===== src/rtl/gcc_pkg.sv =====
// Package: shared field widths, slot layout, gate and fault codes for the
// gate configuration rule checker. Assumes register and port indices fit
// in OPIDX_W bits.
package gcc_pkg;
    localparam int OPIDX_W = 4;
    localparam int GATE_W  = 3;
    localparam int ERR_W   = 4;

    typedef enum logic [GATE_W-1:0] {
        G_NONE = 3'd0, G_AND = 3'd1, G_OR  = 3'd2, G_NOT  = 3'd3,
        G_XOR  = 3'd4, G_NAND = 3'd5, G_BUF = 3'd6, G_XNOR = 3'd7
    } gate_e;

    typedef struct packed {
        logic               used;
        logic               is_reg;
        logic [OPIDX_W-1:0] idx;
    } opnd_t;

    typedef struct packed {
        gate_e gate;
        opnd_t src1;
        opnd_t src2;
        opnd_t dest;
    } slot_t;

    localparam int SLOT_W = $bits(slot_t);

    typedef enum logic [ERR_W-1:0] {
        E_NONE         = 4'd0,
        E_NO_GATE      = 4'd1,
        E_UNARY_FORM   = 4'd2,
        E_BIN_MISSING  = 4'd3,
        E_SAME_SRC     = 4'd4,
        E_DEST_ALIAS   = 4'd5,
        E_SRC1_UNDEF   = 4'd6,
        E_SRC2_UNDEF   = 4'd7,
        E_DEST_REWRITE = 4'd8
    } err_e;

    // True when both operands are present and point at the same object.
    function automatic logic same_ref(opnd_t a, opnd_t b);
        return a.used && b.used && (a.is_reg == b.is_reg) && (a.idx == b.idx);
    endfunction
endpackage


===== src/rtl/gcc_reg_lookup.sv =====
// Module: decodes one operand against the written-register mask.
// Assumes: an index of NUM_REGS or above names no register (one-hot is zero).
module gcc_reg_lookup
    import gcc_pkg::*;
#(
    parameter int NUM_REGS = 10
) (
    input  opnd_t               op,
    input  logic [NUM_REGS-1:0] written,
    output logic                reg_ref,
    output logic                defined,
    output logic [NUM_REGS-1:0] onehot
);
    // Operand refers to a scratch register at all.
    assign reg_ref = op.used && op.is_reg;

    // One-hot select of the named register, zero when out of range.
    for (genvar k = 0; k < NUM_REGS; k++) begin : g_hot
        assign onehot[k] = reg_ref && (op.idx == OPIDX_W'(k));
    end

    // Register has already been written by an earlier slot.
    assign defined = |(onehot & written);
endmodule


===== src/rtl/gcc_rule_eval.sv =====
// Module: combinational rule check of one slot against the set of registers
// written so far. Outputs the fault code in fixed precedence order, and the
// destination register one-hot for a passing slot.
// Assumes: an empty slot always yields E_NONE and an all-zero dest_set.
module gcc_rule_eval
    import gcc_pkg::*;
#(
    parameter int NUM_REGS = 10
) (
    input  slot_t               slot,
    input  logic [NUM_REGS-1:0] written,
    output err_e                err,
    output logic [NUM_REGS-1:0] dest_set
);
    localparam int NUM_OPS = 3;

    opnd_t               ops    [NUM_OPS];
    logic                ref_v  [NUM_OPS];
    logic                def_v  [NUM_OPS];
    logic [NUM_REGS-1:0] hot_v  [NUM_OPS];
    logic                is_empty, unary;
    logic                miss_unary, miss_binary, alias_hit, rewrite_hit;

    assign ops[0] = slot.src1;
    assign ops[1] = slot.src2;
    assign ops[2] = slot.dest;

    // One register lookup per operand position.
    for (genvar g = 0; g < NUM_OPS; g++) begin : g_lk
        gcc_reg_lookup #(.NUM_REGS(NUM_REGS)) u_lk (
            .op      (ops[g]),
            .written (written),
            .reg_ref (ref_v[g]),
            .defined (def_v[g]),
            .onehot  (hot_v[g])
        );
    end

    // Slot shape classification.
    assign is_empty    = (slot.gate == G_NONE) && !slot.src1.used
                         && !slot.src2.used && !slot.dest.used;
    assign unary       = (slot.gate == G_NOT) || (slot.gate == G_BUF);
    assign miss_unary  = slot.src1.used || !slot.src2.used || !slot.dest.used;
    assign miss_binary = !slot.src1.used || !slot.src2.used || !slot.dest.used;
    assign alias_hit   = |(hot_v[2] & (hot_v[0] | hot_v[1]));
    assign rewrite_hit = ref_v[2] && (def_v[2] || (hot_v[2] == '0));

    // Fault selection in precedence order.
    always_comb begin
        err = E_NONE;
        if (is_empty)                            err = E_NONE;
        else if (slot.gate == G_NONE)            err = E_NO_GATE;
        else if (unary && miss_unary)            err = E_UNARY_FORM;
        else if (!unary && miss_binary)          err = E_BIN_MISSING;
        else if (same_ref(slot.src1, slot.src2)) err = E_SAME_SRC;
        else if (alias_hit)                      err = E_DEST_ALIAS;
        else if (ref_v[0] && !def_v[0])          err = E_SRC1_UNDEF;
        else if (ref_v[1] && !def_v[1])          err = E_SRC2_UNDEF;
        else if (rewrite_hit)                    err = E_DEST_REWRITE;
    end

    // Register to mark as written when the slot passes.
    assign dest_set = (err == E_NONE) ? hot_v[2] : '0;
endmodule


===== config.mk =====
export PLATFORM = sky130hd
export DESIGN_NAME = gcc_rule_eval
export DESIGN_NICKNAME = d
export VERILOG_FILES = /design/src/rtl/gcc_pkg.sv /design/src/rtl/gcc_reg_lookup.sv /design/src/rtl/gcc_rule_eval.sv
export SDC_FILE = /design/constraint.sdc
export NUM_CORES = 1
export LEC_CHECK = 0
export CAP_MARGIN = 5
export CORE_MARGIN = 8
export CORE_UTILIZATION = 41
export DETAILED_ROUTE_END_ITERATION = 16
export MAX_ROUTING_LAYER = met4
export PLACE_DENSITY = 0.8
export SYNTH_ARGS = -nofsm -noshare
export SYNTH_HDL_FRONTEND = slang
export SYNTH_SLANG_ARGS = --single-unit

===== constraint.sdc =====
create_clock -name vclk -period 2.17
set_clock_uncertainty 0.05 [all_clocks]
set_input_delay 0.3255 -clock vclk [all_inputs]
set_output_delay 0.3255 -clock vclk [all_outputs]
set_load 0.05 [all_outputs]

==> flow_summary_export.csv, run 1 <==
group,metric,value,unit
status,outcome,"did not finish",
status,lastStage,"5_1_grt",
status,error_message,"[ERROR DPL-0038] Utilization greater than 100%, impossible to legalize",
logic_synthesis,synth_area,0.00107,mm^2
timing,worstEpCategory,"primary output",
timing,crit_endpoint,"dest_set[6]",
logic_synthesis,yosys.area.top_type_share,0.0574,
logic_synthesis,yosysMostFrequentCell,"nand2_1",
clocking,hold_buffers,0,
logic_synthesis,synth.distinct_cells,52,
placed_design,gp_congestion,0.999,
logic_synthesis,syn_inst,152,
logic_synthesis,yosysSeqAreaShare,0,
logic_synthesis,synth_top_family_by_area,"simple AND/OR/NAND/NOR gates",
placed_design,hpwl,3950,um
logic_synthesis,syn_avg_cell_area,7.02,um^2
global_routing,grt_max_degree,11,
logic_synthesis,synth-compound-area-share,0.302,
floorplanning,rows,18,
logic_synthesis,synth_xor_area_frac,0.0574,
logic_synthesis,synth-simple-area-share,0.484,
floorplanning,die_y,67.0,um
logic_synthesis,synth_common_cells,"nand2_1 (15), nor2_1 (13), nor3_1 (8), o22ai_1 (7), xnor2_1 (7)",
floorplanning,ios,45,
logic_synthesis,yosysTopAreaCell,"xnor2_1",
logic_synthesis,ys_top_cells_by_area,"xnor2_1 (5.7%), mux2_2 (5.3%), nand2_1 (5.3%)",
logic_synthesis,yosysWarnings,0,
placed_design,portBuffers,45,
floorplanning,die-width,67.0,um
logic_synthesis,synth_fa_ha_area_frac,0,
floorplanning,initial_core_util,0.431,
logic_synthesis,muxShareOfSynthArea,0.0926,
logic_synthesis,syn_nets,183,
placed_design,dpl-instance-area,0.00212,mm^2
-- cell families after synthesis --
group,Yosys count
and+or+nand+nor,82
AOI/OAI and AO/OA,42
buffers and inverters,13
muxes,8
xor gates and xnor gates,7
-- what timing repair did --
item	CTS
setup endpoints to repair	14
setup buffers	14
pin swaps	33
gates resized for setup	170
cloned	2
-- metrics by stage --
stage	hold WS (ns)	TNS [ns]	std cells	utilization	setup slack (ns)
after detailed placement	1.62	-13.30	274	0.855	-1.05
after floorplan	0.823	-6.03	152	-	-0.526
after CTS	1.18	-5.88	290	0.963	-0.579
after global placement	1.60	-12.12	274	0.855	-0.967
==> inputs of run 2 (changes only) <==
--- a/config.mk
+++ b/config.mk
@@ -6,11 +6,10 @@
 export NUM_CORES = 1
 export LEC_CHECK = 0
 export CAP_MARGIN = 5
-export CORE_MARGIN = 8
-export CORE_UTILIZATION = 41
+export CORE_AREA = 8 8 69 71
 export DETAILED_ROUTE_END_ITERATION = 16
-export MAX_ROUTING_LAYER = met4
-export PLACE_DENSITY = 0.8
+export DIE_AREA = 0 0 77 79
+export PLACE_DENSITY_LB_ADDON = 0.15
 export SYNTH_ARGS = -nofsm -noshare
 export SYNTH_HDL_FRONTEND = slang
 export SYNTH_SLANG_ARGS = --single-unit
==> constraint.sdc (replaced) <==
create_clock -name vclk -period 2.82
set_clock_uncertainty 0.05 [all_clocks]
set_input_delay 0.423 -clock vclk [all_inputs]
set_output_delay 0.423 -clock vclk [all_outputs]
set_load 0.05 [all_outputs]
==> flow_summary_export.csv, run 2 <==
group,metric,value,unit
status,outcome,"finished, violations left",
status,violations,"setup timing",
logic_synthesis,yosysSeqAreaShare,0,
worst_setup_path,start_kind,"input port",
pwr,leakage,1.03,nW
final_layout,stdcell_count,315,
logic_synthesis,yosysWarnings,0,
logic_synthesis,syn_inst,152,
timing,fin_ws,-0.0614,ns
final_layout,diodes,0,
logic_synthesis,synth_common_cells,"nand2_1 (15), nor2_1 (13), nor3_1 (8), o22ai_1 (7), xnor2_1 (7)",
floorplanning,dieArea,0.00608,mm^2
timing,period_share,1.02,
worst_setup_path,end_kind,"output pin",
timing,relSlewSlack,0.817,
global_routing,antenna_found_initial,0,
final_layout,seq_area,0,um^2
detailed_routing,drt.antenna.violating_nets,0,
final_layout,fin_area,0.00253,mm^2
global_routing,grt_max_degree,10,
timing,setup_violations,9,
timing,slew_violations,0,
timing,fmax,347,MHz
logic_synthesis,yosysMostFrequentCell,"nand2_1",
floorplanning,ios,45,
final_layout,clkbuf_count,0,
floorplanning,rows,23,
final_layout,seq_cells,0,
logic_synthesis,syn_nets,183,
detailed_routing,dr_total_vias,1668,
detailed_routing,viasPerCell,5.30,
worst_hold_path,hold_class,"in2out",
detailed_routing,firstDrtPassIters,4,
detailed_routing,drtIter0Drc,47,
detailed_routing,drc,0,
final_layout,area_growth,137,%
logic_synthesis,ys_top_cells_by_area,"xnor2_1 (5.7%), mux2_2 (5.3%), nand2_1 (5.3%)",
floorplanning,die-width,77,um
floorplanning,fp.coreArea,0.00380,mm^2
logic_synthesis,yosys.area.top_type_share,0.0574,
final_layout,drive_gt1_frac,0.660,
timing,tns,-0.304,ns
worst_setup_path,worstPathArrival,2.41,ns
worst_setup_path,required,2.35,ns
worst_setup_path,worst-setup-path-type,"in2out",
placed_design,gp_congestion,0.868,
timing,fin_hold_ws,1.35,ns
clocking,hold_buffers,0,
final_layout,fillers,338,
detailed_routing,post_drt_wl_per_cell,16.1,um
placed_design,portBuffers,45,
placed_design,dp_cells,297,
timing,worst_pin_slew,0.272,ns
final_layout,utilization,0.665,
job,maxCapViolCount,0,
final_layout,layout_common_cells,"buf_4 (66), buf_6 (23), nand2_1 (14), nor2_1 (12), buf_2 (10)",
final_layout,multi_input_area,0.00135,mm^2
placed_design,dpl-instance-area,0.00216,mm^2
global_routing,grt_pass1_vias,1773,
global_routing,grt_usage,0.159,
logic_synthesis,syn_avg_cell_area,7.02,um^2
pwr,vdd_drop_max,0.0000608,V
global_routing,grt_first_pass_wirelength,8350,um
global_routing,overflow,0,
detailed_routing,finalWirelength,5090,um
timing,period_needed,2.88,ns
logic_synthesis,synth.distinct_cells,52,
logic_synthesis,yosysTopAreaCell,"xnor2_1",
final_layout,layout_commonest_cell,"buf_4",
logic_synthesis,synth_area,0.00107,mm^2
placed_design,hpwl,3920,um
timing,hold_viol,0,
floorplanning,die_y,79,um
final_layout,nets,298,
pwr,p_per_area,133,mW/mm^2
placed_design,place_ws,-0.646,ns
worst_setup_path,crit_fanout,5,
timing,rsz0062_at_grt,"yes",
floorplanning,initial_core_util,0.281,
pwr,finalPower,336,uW
==> run 2: power by group <==
part / leakage (nW) / internal [mW] / switching (mW) / total, mW
clock: 0 / 0 / 0 / 0
sequential: 0 / 0 / 0 / 0
combinational: 1.03 / 0.180 / 0.156 / 0.336
==> run 2: kinds of logic (layout without fill, tap and decap cells) <==
kind of cell              after synthesis  after routing  share of synthesized area
xor gates and xnor gates                7              7                     0.0574
buffers and inverters                  13            126                     0.0633
muxes                                   8              8                     0.0926
AOI/OAI and AO/OA                      42             42                      0.302
and+or+nand+nor                        82             82                      0.484
==> run 2: area by class of cell <==
cell class,count,area share
Timing Repair Buffer,122,0.434
Inverter,4,0.00594
Tap cell,50,0.0248
Multi-Input combinational cell,139,0.535
==> run 2: path summary, 6_finish.rpt <==
| check | from | end | slack [ns] | depth (start not counted) |
|---|---|---|---|---|
| hold / removal | slot[1] | dest_set[6] | 1.35 | 5 |
| setup / recovery | slot[12] | dest_set[4] | -0.06 | 10 |
==> run 2: critical path, stage by stage <==
cell,delay (ns)
buf_6,0.10
nand4bb_4,0.20
nor3_2,0.06
a2111o_1,0.44
o21bai_1,0.17
and4bb_2,0.30
o221ai_4,0.15
clkbuf_16,0.20
nor3b_4,0.17
buf_6,0.18
==> run 2: per-layer routing <==
layer	part of all wire	vias to the layer above	track usage
li1	-	828	-
met5	0	-	0
met4	0.019	0	0.0132
met2	0.53	61	0.323
met1	0.40	769	0.173
met3	0.056	10	0.0282
==> run 2: what timing repair did <==
| item | in CTS | in global routing |
|---|---|---|
| gates cloned | 3 | 0 |
| resized for setup | 158 | 31 |
| pin swaps | 32 | 21 |
| setup buffers | 13 | 2 |
| endpoints found under the setup margin | 14 | 11 |
Note: power is estimated with default switching activity, not from simulation.
==> inputs of run 3 (changes only) <==
--- a/config.mk
+++ b/config.mk
@@ -6,9 +6,9 @@
 export NUM_CORES = 1
 export LEC_CHECK = 0
 export CAP_MARGIN = 5
-export CORE_AREA = 8 8 69 71
+export CORE_AREA = 4 4 65 67
 export DETAILED_ROUTE_END_ITERATION = 16
-export DIE_AREA = 0 0 77 79
+export DIE_AREA = 0 0 69 71
 export PLACE_DENSITY_LB_ADDON = 0.15
 export SYNTH_ARGS = -nofsm -noshare
 export SYNTH_HDL_FRONTEND = slang
==> flow_summary_export.csv, run 3 (synthesized netlist as in run 2, its figures left out) <==
group,metric,value,unit
final_layout,seq_cells,0,
detailed_routing,drt.antenna.violating_nets,0,
worst_setup_path,critPathMostFrequentCell,"buf_6",
worst_hold_path,hold_class,"in2out",
placed_design,place_ws,-0.607,ns
pwr,vdd_drop_max,0.0000793,V
final_layout,diodes,0,
detailed_routing,drc,0,
detailed_routing,finalWirelength,4980,um
timing,period_share,1.08,
timing,fin_ws,-0.222,ns
status,violations,"setup timing",
final_layout,stdcell_count,317,
final_layout,drive_gt1_frac,0.662,
placed_design,dp_cells,294,
detailed_routing,firstDrtPassIters,4,
detailed_routing,drtIter0Drc,73,
floorplanning,dieArea,0.00490,mm^2
placed_design,gp_congestion,0.920,
detailed_routing,post_drt_wl_per_cell,15.7,um
global_routing,grt_max_degree,11,
worst_setup_path,slowest_stage,"a2111o_1",
final_layout,nets,302,
pwr,p_per_area,136,mW/mm^2
timing,hold_viol,0,
worst_setup_path,critPathMaxStageDelay,0.44,ns
global_routing,antenna_found_initial,0,
final_layout,layout_common_cells,"buf_4 (69), buf_6 (23), buf_2 (14), nand2_1 (13), nor2_1 (11)",
floorplanning,die-width,69,um
worst_setup_path,crit_chain,"buf_6 -> buf_6 -> nand4b_4 -> a21oi_2 -> a2111o_1 -> o21bai_1 -> and4bb_2 -> o221ai_4 -> clkbuf_16 -> buf_12 -> nor3_4 -> buf_6",
floorplanning,fp.coreArea,0.00363,mm^2
global_routing,grt_first_pass_wirelength,8150,um
floorplanning,initial_core_util,0.294,
timing,setup_violations,10,
timing,rsz0062_at_grt,"yes",
floorplanning,die_y,71,um
floorplanning,ios,45,
timing,slew_violations,0,
worst_setup_path,end_kind,"output pin",
worst_setup_path,required,2.35,ns
timing,period_needed,3.04,ns
pwr,leakage,1.06,nW
final_layout,area_growth,144,%
placed_design,dpl-instance-area,0.00215,mm^2
worst_setup_path,worstPathArrival,2.57,ns
timing,worst_pin_slew,0.296,ns
global_routing,overflow,0,
global_routing,grt_pass1_vias,1814,
worst_setup_path,worst-setup-path-type,"in2out",
final_layout,clkbuf_count,0,
timing,fmax,329,MHz
timing,relSlewSlack,0.800,
detailed_routing,dr_total_vias,1754,
global_routing,grt_usage,0.191,
detailed_routing,viasPerCell,5.53,
placed_design,hpwl,3700,um
final_layout,seq_area,0,um^2
job,maxCapViolCount,0,
final_layout,fin_area,0.00260,mm^2
worst_setup_path,crit_fanout,7,
floorplanning,rows,22,
worst_setup_path,start_kind,"input port",
timing,fin_hold_ws,1.41,ns
status,outcome,"finished, violations left",
placed_design,portBuffers,45,
final_layout,layout_commonest_cell,"buf_4",
## run 3: layout make-up
class / instances / area [um^2]
multi-input cells: 139 / 1360
repair buffers: 126 / 1170
fillers: 289 / 1030
well taps: 48 / 60.1
inverters: 4 / 15.0
## run 3: metal layers
metal | wire, um | GRT usage | vias up
met5 | 0 | 0 | -
met4 | 138 | 0.0586 | 0
met3 | 202 | 0.0156 | 16
met2 | 2730 | 0.364 | 62
met1 | 1920 | 0.224 | 844
li1 | - | - | 832
## run 3: repair_timing
item | in CTS | in global routing
setup buffers | 16 | 6
gates cloned | 2 | 0
hold buffers | 0 | 0
resized for setup | 162 | 22
pin swaps | 34 | 13
endpoints found under the setup margin | 14 | 12
## run 3: worst max-delay path: cells and delay by family
family                 cells  cell delay, ns
buffers and inverters      5            0.69
AO/OA/AOI/OAI              4            0.83
AND/OR/NAND/NOR            3            0.62
## run 3: worst paths after layout
path,startpoint,endpoint,cells past startpoint
setup / recovery,slot[17],dest_set[9],12
hold / removal,slot[1],dest_set[1],6
## run 3: power by group
group | switching (mW) | leakage (nW) | total, mW | internal [mW]
clock | 0 | 0 | 0 | 0
sequential | 0 | 0 | 0 | 0
combinational | 0.162 | 1.06 | 0.354 | 0.192
total | 0.162 | 1.06 | 0.354 | 0.192
## run 3: through the flow
step            util  TNS [ns]  total power, mW
5_1_grt        0.716     -2.45            0.375
2_1_floorplan      -    -0.475            0.133
3_5_place_dp   0.592     -6.99            0.285
4_1_cts        0.674    -0.993            0.328
3_3_place_gp   0.592     -6.39            0.280
6_report       0.716     -1.67            0.354
